### src/rtl/convread_pkg.sv
package convread_pkg;
   typedef enum logic {
      PH_IDLE = 1'b0,
      PH_CONV = 1'b1
   } phase_t;

   localparam int STROBE_CNT = 4;
   localparam int IDX_CONV   = 0;
   localparam int IDX_CS     = 1;
   localparam int IDX_RD     = 2;
   localparam int IDX_BYTE   = 3;
endpackage

### src/rtl/strobe_sync.sv
module strobe_sync #(
   parameter int                 WIDTH   = 4,
   parameter int                 STAGES  = 2,
   parameter logic [WIDTH-1:0]   RST_VAL = '1
) (
   input  logic             clk,
   input  logic             rst_n,
   input  logic [WIDTH-1:0] async_in,
   output logic [WIDTH-1:0] level,
   output logic [WIDTH-1:0] fall
);
   generate
      if (STAGES < 2) begin : g_bad_stages
         $error("strobe_sync needs at least two stages");
      end
      for (genvar b = 0; b < WIDTH; b++) begin : g_bit
         logic [STAGES-1:0] chain;
         logic              prev;
         always_ff @(posedge clk or negedge rst_n) begin
            if (!rst_n) begin
               chain <= {STAGES{RST_VAL[b]}};
               prev  <= RST_VAL[b];
            end else begin
               chain <= {chain[STAGES-2:0], async_in[b]};
               prev  <= chain[STAGES-1];
            end
         end
         assign level[b] = chain[STAGES-1];
         assign fall[b]  = prev & ~chain[STAGES-1];
      end
   endgenerate
endmodule

### src/rtl/conv_sequencer.sv
module conv_sequencer
   import convread_pkg::*;
#(
   parameter int DATA_W      = 16,
   parameter int CONV_CYCLES = 8
) (
   input  logic              clk,
   input  logic              rst_n,
   input  logic              start_fall,
   input  logic              cs_fall,
   input  logic              cs_lvl,
   input  logic [DATA_W-1:0] result_in,
   output logic              busy,
   output logic [DATA_W-1:0] word_q
);
   localparam int CNT_W = $clog2(CONV_CYCLES + 1);
   localparam logic [CNT_W-1:0] CNT_LOAD = CNT_W'(CONV_CYCLES - 1);

   phase_t           phase;
   logic [CNT_W-1:0] remain;
   logic             abort;

   assign busy  = (phase == PH_CONV);
   assign abort = busy && (cs_fall || (start_fall && !cs_lvl));

   always_ff @(posedge clk or negedge rst_n) begin
      if (!rst_n) begin
         phase  <= PH_IDLE;
         remain <= '0;
         word_q <= '0;
      end else if (abort) begin
         phase  <= PH_IDLE;
         remain <= '0;
         word_q <= '0;
      end else if (!busy) begin
         if (start_fall) begin
            phase  <= PH_CONV;
            remain <= CNT_LOAD;
         end
      end else if (remain == '0) begin
         phase  <= PH_IDLE;
         word_q <= result_in;
      end else begin
         remain <= remain - 1'b1;
      end
   end
endmodule

### src/rtl/bus_byte_mux.sv
module bus_byte_mux #(
   parameter int DATA_W = 16
) (
   input  logic              cs_lvl,
   input  logic              rd_lvl,
   input  logic              byte_lvl,
   input  logic [DATA_W-1:0] word_q,
   output logic [DATA_W-1:0] dbus_out,
   output logic              dbus_oe
);
   localparam int HALF = DATA_W / 2;

   logic [DATA_W-1:0] byte_view;

   generate
      if (HALF > 0) begin : g_split
         assign byte_view = {word_q[HALF-1:0], {HALF{1'b1}}};
      end
   endgenerate

   always_comb begin
      dbus_oe  = !cs_lvl && !rd_lvl;
      dbus_out = '0;
      if (dbus_oe) begin
         dbus_out = byte_lvl ? byte_view : word_q;
      end
   end
endmodule

### src/rtl/conv_readout_ctrl.sv
module conv_readout_ctrl
   import convread_pkg::*;
#(
   parameter int DATA_W      = 16,
   parameter int CONV_CYCLES = 8,
   parameter int SYNC_STAGES = 2
) (
   input  logic              clk,
   input  logic              rst_n,
   input  logic              conv_n,
   input  logic              cs_n,
   input  logic              rd_n,
   input  logic              byte_sel,
   input  logic [DATA_W-1:0] result_in,
   output logic              busy,
   output logic [DATA_W-1:0] dbus_out,
   output logic              dbus_oe
);
   localparam logic [STROBE_CNT-1:0] SYNC_RST = 4'b0111;

   generate
      if ((DATA_W % 2) != 0 || DATA_W < 2) begin : g_bad_width
         $error("DATA_W must be even and at least 2");
      end
      if (CONV_CYCLES < 1) begin : g_bad_conv
         $error("CONV_CYCLES must be at least 1");
      end
   endgenerate

   logic [STROBE_CNT-1:0] raw_in, lvl, fall;
   logic                  start_fall, cs_fall, cs_lvl, rd_lvl, byte_lvl;
   logic [DATA_W-1:0]     word_q;

   assign raw_in[IDX_CONV] = conv_n;
   assign raw_in[IDX_CS]   = cs_n;
   assign raw_in[IDX_RD]   = rd_n;
   assign raw_in[IDX_BYTE] = byte_sel;

   strobe_sync #(
      .WIDTH  (STROBE_CNT),
      .STAGES (SYNC_STAGES),
      .RST_VAL(SYNC_RST)
   ) u_sync (
      .clk     (clk),
      .rst_n   (rst_n),
      .async_in(raw_in),
      .level   (lvl),
      .fall    (fall)
   );

   assign start_fall = fall[IDX_CONV];
   assign cs_fall    = fall[IDX_CS];
   assign cs_lvl     = lvl[IDX_CS];
   assign rd_lvl     = lvl[IDX_RD];
   assign byte_lvl   = lvl[IDX_BYTE];

   conv_sequencer #(
      .DATA_W     (DATA_W),
      .CONV_CYCLES(CONV_CYCLES)
   ) u_seq (
      .clk       (clk),
      .rst_n     (rst_n),
      .start_fall(start_fall),
      .cs_fall   (cs_fall),
      .cs_lvl    (cs_lvl),
      .result_in (result_in),
      .busy      (busy),
      .word_q    (word_q)
   );

   bus_byte_mux #(
      .DATA_W(DATA_W)
   ) u_mux (
      .cs_lvl  (cs_lvl),
      .rd_lvl  (rd_lvl),
      .byte_lvl(byte_lvl),
      .word_q  (word_q),
      .dbus_out(dbus_out),
      .dbus_oe (dbus_oe)
   );
endmodule

### config.mk
export PLATFORM = sky130hd
export DESIGN_NAME = conv_readout_ctrl
export DESIGN_NICKNAME = d
export VERILOG_FILES = /design/src/rtl/convread_pkg.sv /design/src/rtl/strobe_sync.sv /design/src/rtl/conv_sequencer.sv /design/src/rtl/bus_byte_mux.sv /design/src/rtl/conv_readout_ctrl.sv
export SDC_FILE = /design/constraint.sdc
export NUM_CORES = 1
export LEC_CHECK = 0
export ABC_AREA = 1
export BUFFER_PORTS_ARGS = -buffer_cell sky130_fd_sc_hd__clkbuf_2
export CAP_MARGIN = 20
export CORE_UTILIZATION = 35
export CTS_BUF_LIST = sky130_fd_sc_hd__clkbuf_8 sky130_fd_sc_hd__clkbuf_16
export CTS_CLUSTER_DIAMETER = 80
export DETAILED_ROUTE_END_ITERATION = 10
export GPL_TIMING_DRIVEN = 1
export MAX_ROUTING_LAYER = met4
export PLACE_DENSITY_LB_ADDON = 0.25
export SYNTH_ARGS = -nofsm -noshare
export SYNTH_HDL_FRONTEND = slang
export SYNTH_SLANG_ARGS = --single-unit
### constraint.sdc
create_clock -name clk -period 3 [get_ports clk]
set_input_delay 0.15 -clock clk [delete_from_list [all_inputs] [get_ports clk]]
set_output_delay 0.15 -clock clk [all_outputs]
set_load 0.005 [all_outputs]
==> flow_metrics.py <==
metrics = {
    "outcome": {
        "outcome": "finished, final reports clean",
    },
    "finish": {
        "drive_gt1_share_pct": 29.9,
        "post-route-util_pct": 46.8,
        "nFillCells": 390,
        "diodes": 0,
        "syn2layout_area_growth_pct": 26.3,
        "multi_input_area_um2": 488,
        "seqCellArea_um2": 786,
        "nets": 226,
    },
    "synth": {
        "synthTopCellsByArea": "dfrtp_1 41%, dfstp_2 15%, nand3_1 9.0%",
        "synth_edf_count": 0,
        "avgSynthCellArea_um2": 8.89,
        "synthAdderAreaFrac_pct": 0.902,
        "synth-xor-area-share_pct": 0,
        "synth_nets": 179,
        "synth_top_family_by_area": "simple AND/OR/NAND/NOR gates",
        "ys_top_cells_by_count": "26 x nand2_1, 25 x nand3_1, 23 x dfrtp_1, 21 x inv_1, 19 x o21ai_0",
        "async_flop_share_pct": 100,
        "yosysSeqAreaShare_pct": 56.6,
        "synth-simple-area-share_pct": 20.9,
        "synth_compound_area_share_pct": 13.3,
        "synth_top_cell_by_area": "dfrtp_1",
        "synth-main-ff-cell": "dfrtp_1",
        "synth_cell_types": 17,
        "ys_seq_elements": 31,
        "netlist_instances": 156,
        "synth_warnings": 0,
        "yosysMostFrequentCell": "nand2_1",
        "synth_top_area_share_pct": 41.5,
        "synth_mux_area_share_pct": 0,
        "synth_area_mm2": 0.00139,
    },
    "timing": {
        "fmax_ghz": 0.567,
        "finalHoldViolations": 0,
        "maxSlewViolCount": 0,
        "post-route-min-period_ns": 1.77,
        "timing.final.crit_share_pct": 58.8,
        "tns_ns": 0,
        "rsz0062_at_grt": "no",
        "tightest_slew_ns": 0.743,
        "fin_skew_ns": 0.00772,
        "finalSetupViolCount": 0,
        "relSlewSlack_pct": 50.4,
    },
    "worst_setup_path": {
        "end_kind": "flip-flop",
        "cp.arrival_ns": 1.91,
        "cp_max_fo": 18,
        "cpLargestDelayFamily": "simple AND/OR/NAND/NOR gates",
        "required_ns": 3.15,
        "slowest_stage": "nor2_4",
        "crit_type": "reg -> reg",
        "crit_path_start_kind": "flip-flop",
        "cp_num_buf_inv": 2,
        "slowest_delay_ns": 0.40,
        "crit_path_cell_trace": "inv_1 -> ha_1 -> nand2_1 -> nor2_4 -> inv_2 -> nand2_4 -> o21ai_0",
    },
    "detailed_routing": {
        "postRouteAntennaNets": 0,
        "wl_per_cell_um": 12.3,
        "drcViolationCount": 0,
        "vias": 1181,
        "viasPerCell": 4.69,
        "drt_first_pass_iters": 4,
        "routed_wl_um": 3090,
        "initialDrtViolationCount": 77,
    },
    "floorplanning": {
        "die_h_um": 65.0,
        "ios": 40,
        "die_width_um": 65.0,
        "start_util_pct": 37.1,
        "num_rows": 22,
        "dieArea_mm2": 0.00422,
        "core-area_mm2": 0.00374,
    },
    "cts": {
        "clock-sinks": 31,
        "cts_root_buffer": "clkbuf_8",
        "clkTransAtPathRegs_ns": 0.07,
        "cts_resized": 0,
        "clock_path_buffers": 2,
        "h-tree-depth": 2,
        "post-cts-setup-buffers": 0,
        "numCtsBuffers": 5,
        "cts_tree": "done",
        "clock_latency_ns": 0.28,
        "cts.hold.buffers_added": 5,
    },
    "pwr": {
        "power-per-cell-area_mw_per_mm2": 788,
        "p_leak_nw": 0.911,
        "vdd_ir_drop_max_mv": 0.362,
    },
    "hold_path": {
        "min_path_type": "in -> reg",
    },
    "place": {
        "port_buffers": 39,
        "place_congestion": 0.780,
        "dp_hpwl_um": 2120,
    },
    "grt": {
        "grt_overflow": 0,
        "grt_pass1_wl_um": 5100,
        "grt_pass1_vias": 1137,
        "grt_util_all_layers_pct": 16.8,
        "grt_max_degree": 32,
        "antenna_found_initial": 0,
    },
    "job": {
        "maxCapViolations": 0,
    },
}
## stage by stage
stage          cells  power (W)  worst slack, ns  area (µm²)  hold slack, ns
5_1_grt          252    0.00149             1.11        1750          0.0921
4_1_cts          252    0.00140             1.23        1750          0.0894
3_5_place_dp     239    0.00105             1.28        1610           0.240
3_3_place_gp     239    0.00105             1.36        1610           0.239
2_1_floorplan    156   0.000926             1.68        1390          -0.146
6_report         252    0.00138             1.23        1750          0.0984
## worst reg2reg max path: cells and delay by family (launching register included)
family / cells / cell delay, ns
simple gates: 3 / 0.67
buf+inv: 2 / 0.28
flops: 1 / 0.39
fa+ha+maj: 1 / 0.17
compound gates: 1 / 0.12
## cell usage in the layout (no fill, tap or decap)
cell type      instances
ha_1                   1
inv_2                  1
a21oi_1               18
clkinv_2               1
dlygate4sd3_1          5
nand2_2                2
dfstp_2                8
clkbuf_8               6
nand3_1               25
o21ai_0               19
nand2_4                2
nand2_1               26
dfrtp_1               23
clkbuf_2              39
nor2_2                 1
nor2_4                 1
inv_1                 22
nor2_1                 4
## report_power, final
group | leakage [nW] | internal (W) | total [W] | switching (W)
registers | 0.385 | 0.000558 | 0.000631 | 0.0000731
clock network | 0.0524 | 0.000181 | 0.000330 | 0.000149
logic | 0.474 | 0.000151 | 0.000420 | 0.000269
total | 0.911 | 0.000890 | 0.00138 | 0.000491
## per-layer routing
layer | vias to the layer above | wire (µm) | GRT usage, %
met3 | 7 | 137 | 4.23
met1 | 542 | 1520 | 21.5
met5 | - | 0 | -
li1 | 603 | - | -
met4 | 0 | 59 | 8.33
met2 | 29 | 1380 | 24.7
## state kept, by name, summed over array words and instances (netlist names)
| register | cells |
|---|---|
| u_sync.g_bit.chain | 8 |
| u_seq.remain | 4 |
| u_seq.word_q | 16 |
| u_sync.g_bit.prev | 2 |
| u_seq.busy | 1 |
## cells by family (layout without fill, tap and decap cells)
| family | Yosys count | count (layout) |
|---|---|---|
| simple gates | 61 | 61 |
| buf+inv | 26 | 74 |
| compound gates | 37 | 37 |
| flops | 31 | 31 |
| fa+ha+maj | 1 | 1 |
## worst paths after layout
path	from	slack, ns	cells past startpoint	to
setup / recovery	u_seq.remain[0]	1.23	7	u_seq.word_q[3]
hold reg to reg	u_sync.g_bit[3].chain[0]	0.35	0	u_sync.g_bit[3].chain[1]
hold / removal	result_in[15]	0.1	3	u_seq.word_q[15]
max in group asynchronous	rst_n	2.06	2	u_seq.word_q[3]
min in group asynchronous	rst_n	0.45	2	u_seq.word_q[15]
setup reg to reg	u_seq.remain[0]	1.23	7	u_seq.word_q[3]
## cell type report
class | count | area share [%]
Clock inverter | 2 | 0.500
Inverter | 22 | 4.71
Clock buffer | 6 | 4.71
Tap cell | 48 | 3.43
Sequential cell | 31 | 44.8
Timing Repair Buffer | 44 | 14.0
Multi-Input combinational cell | 99 | 27.8
Power figures use the tool's default switching activity.
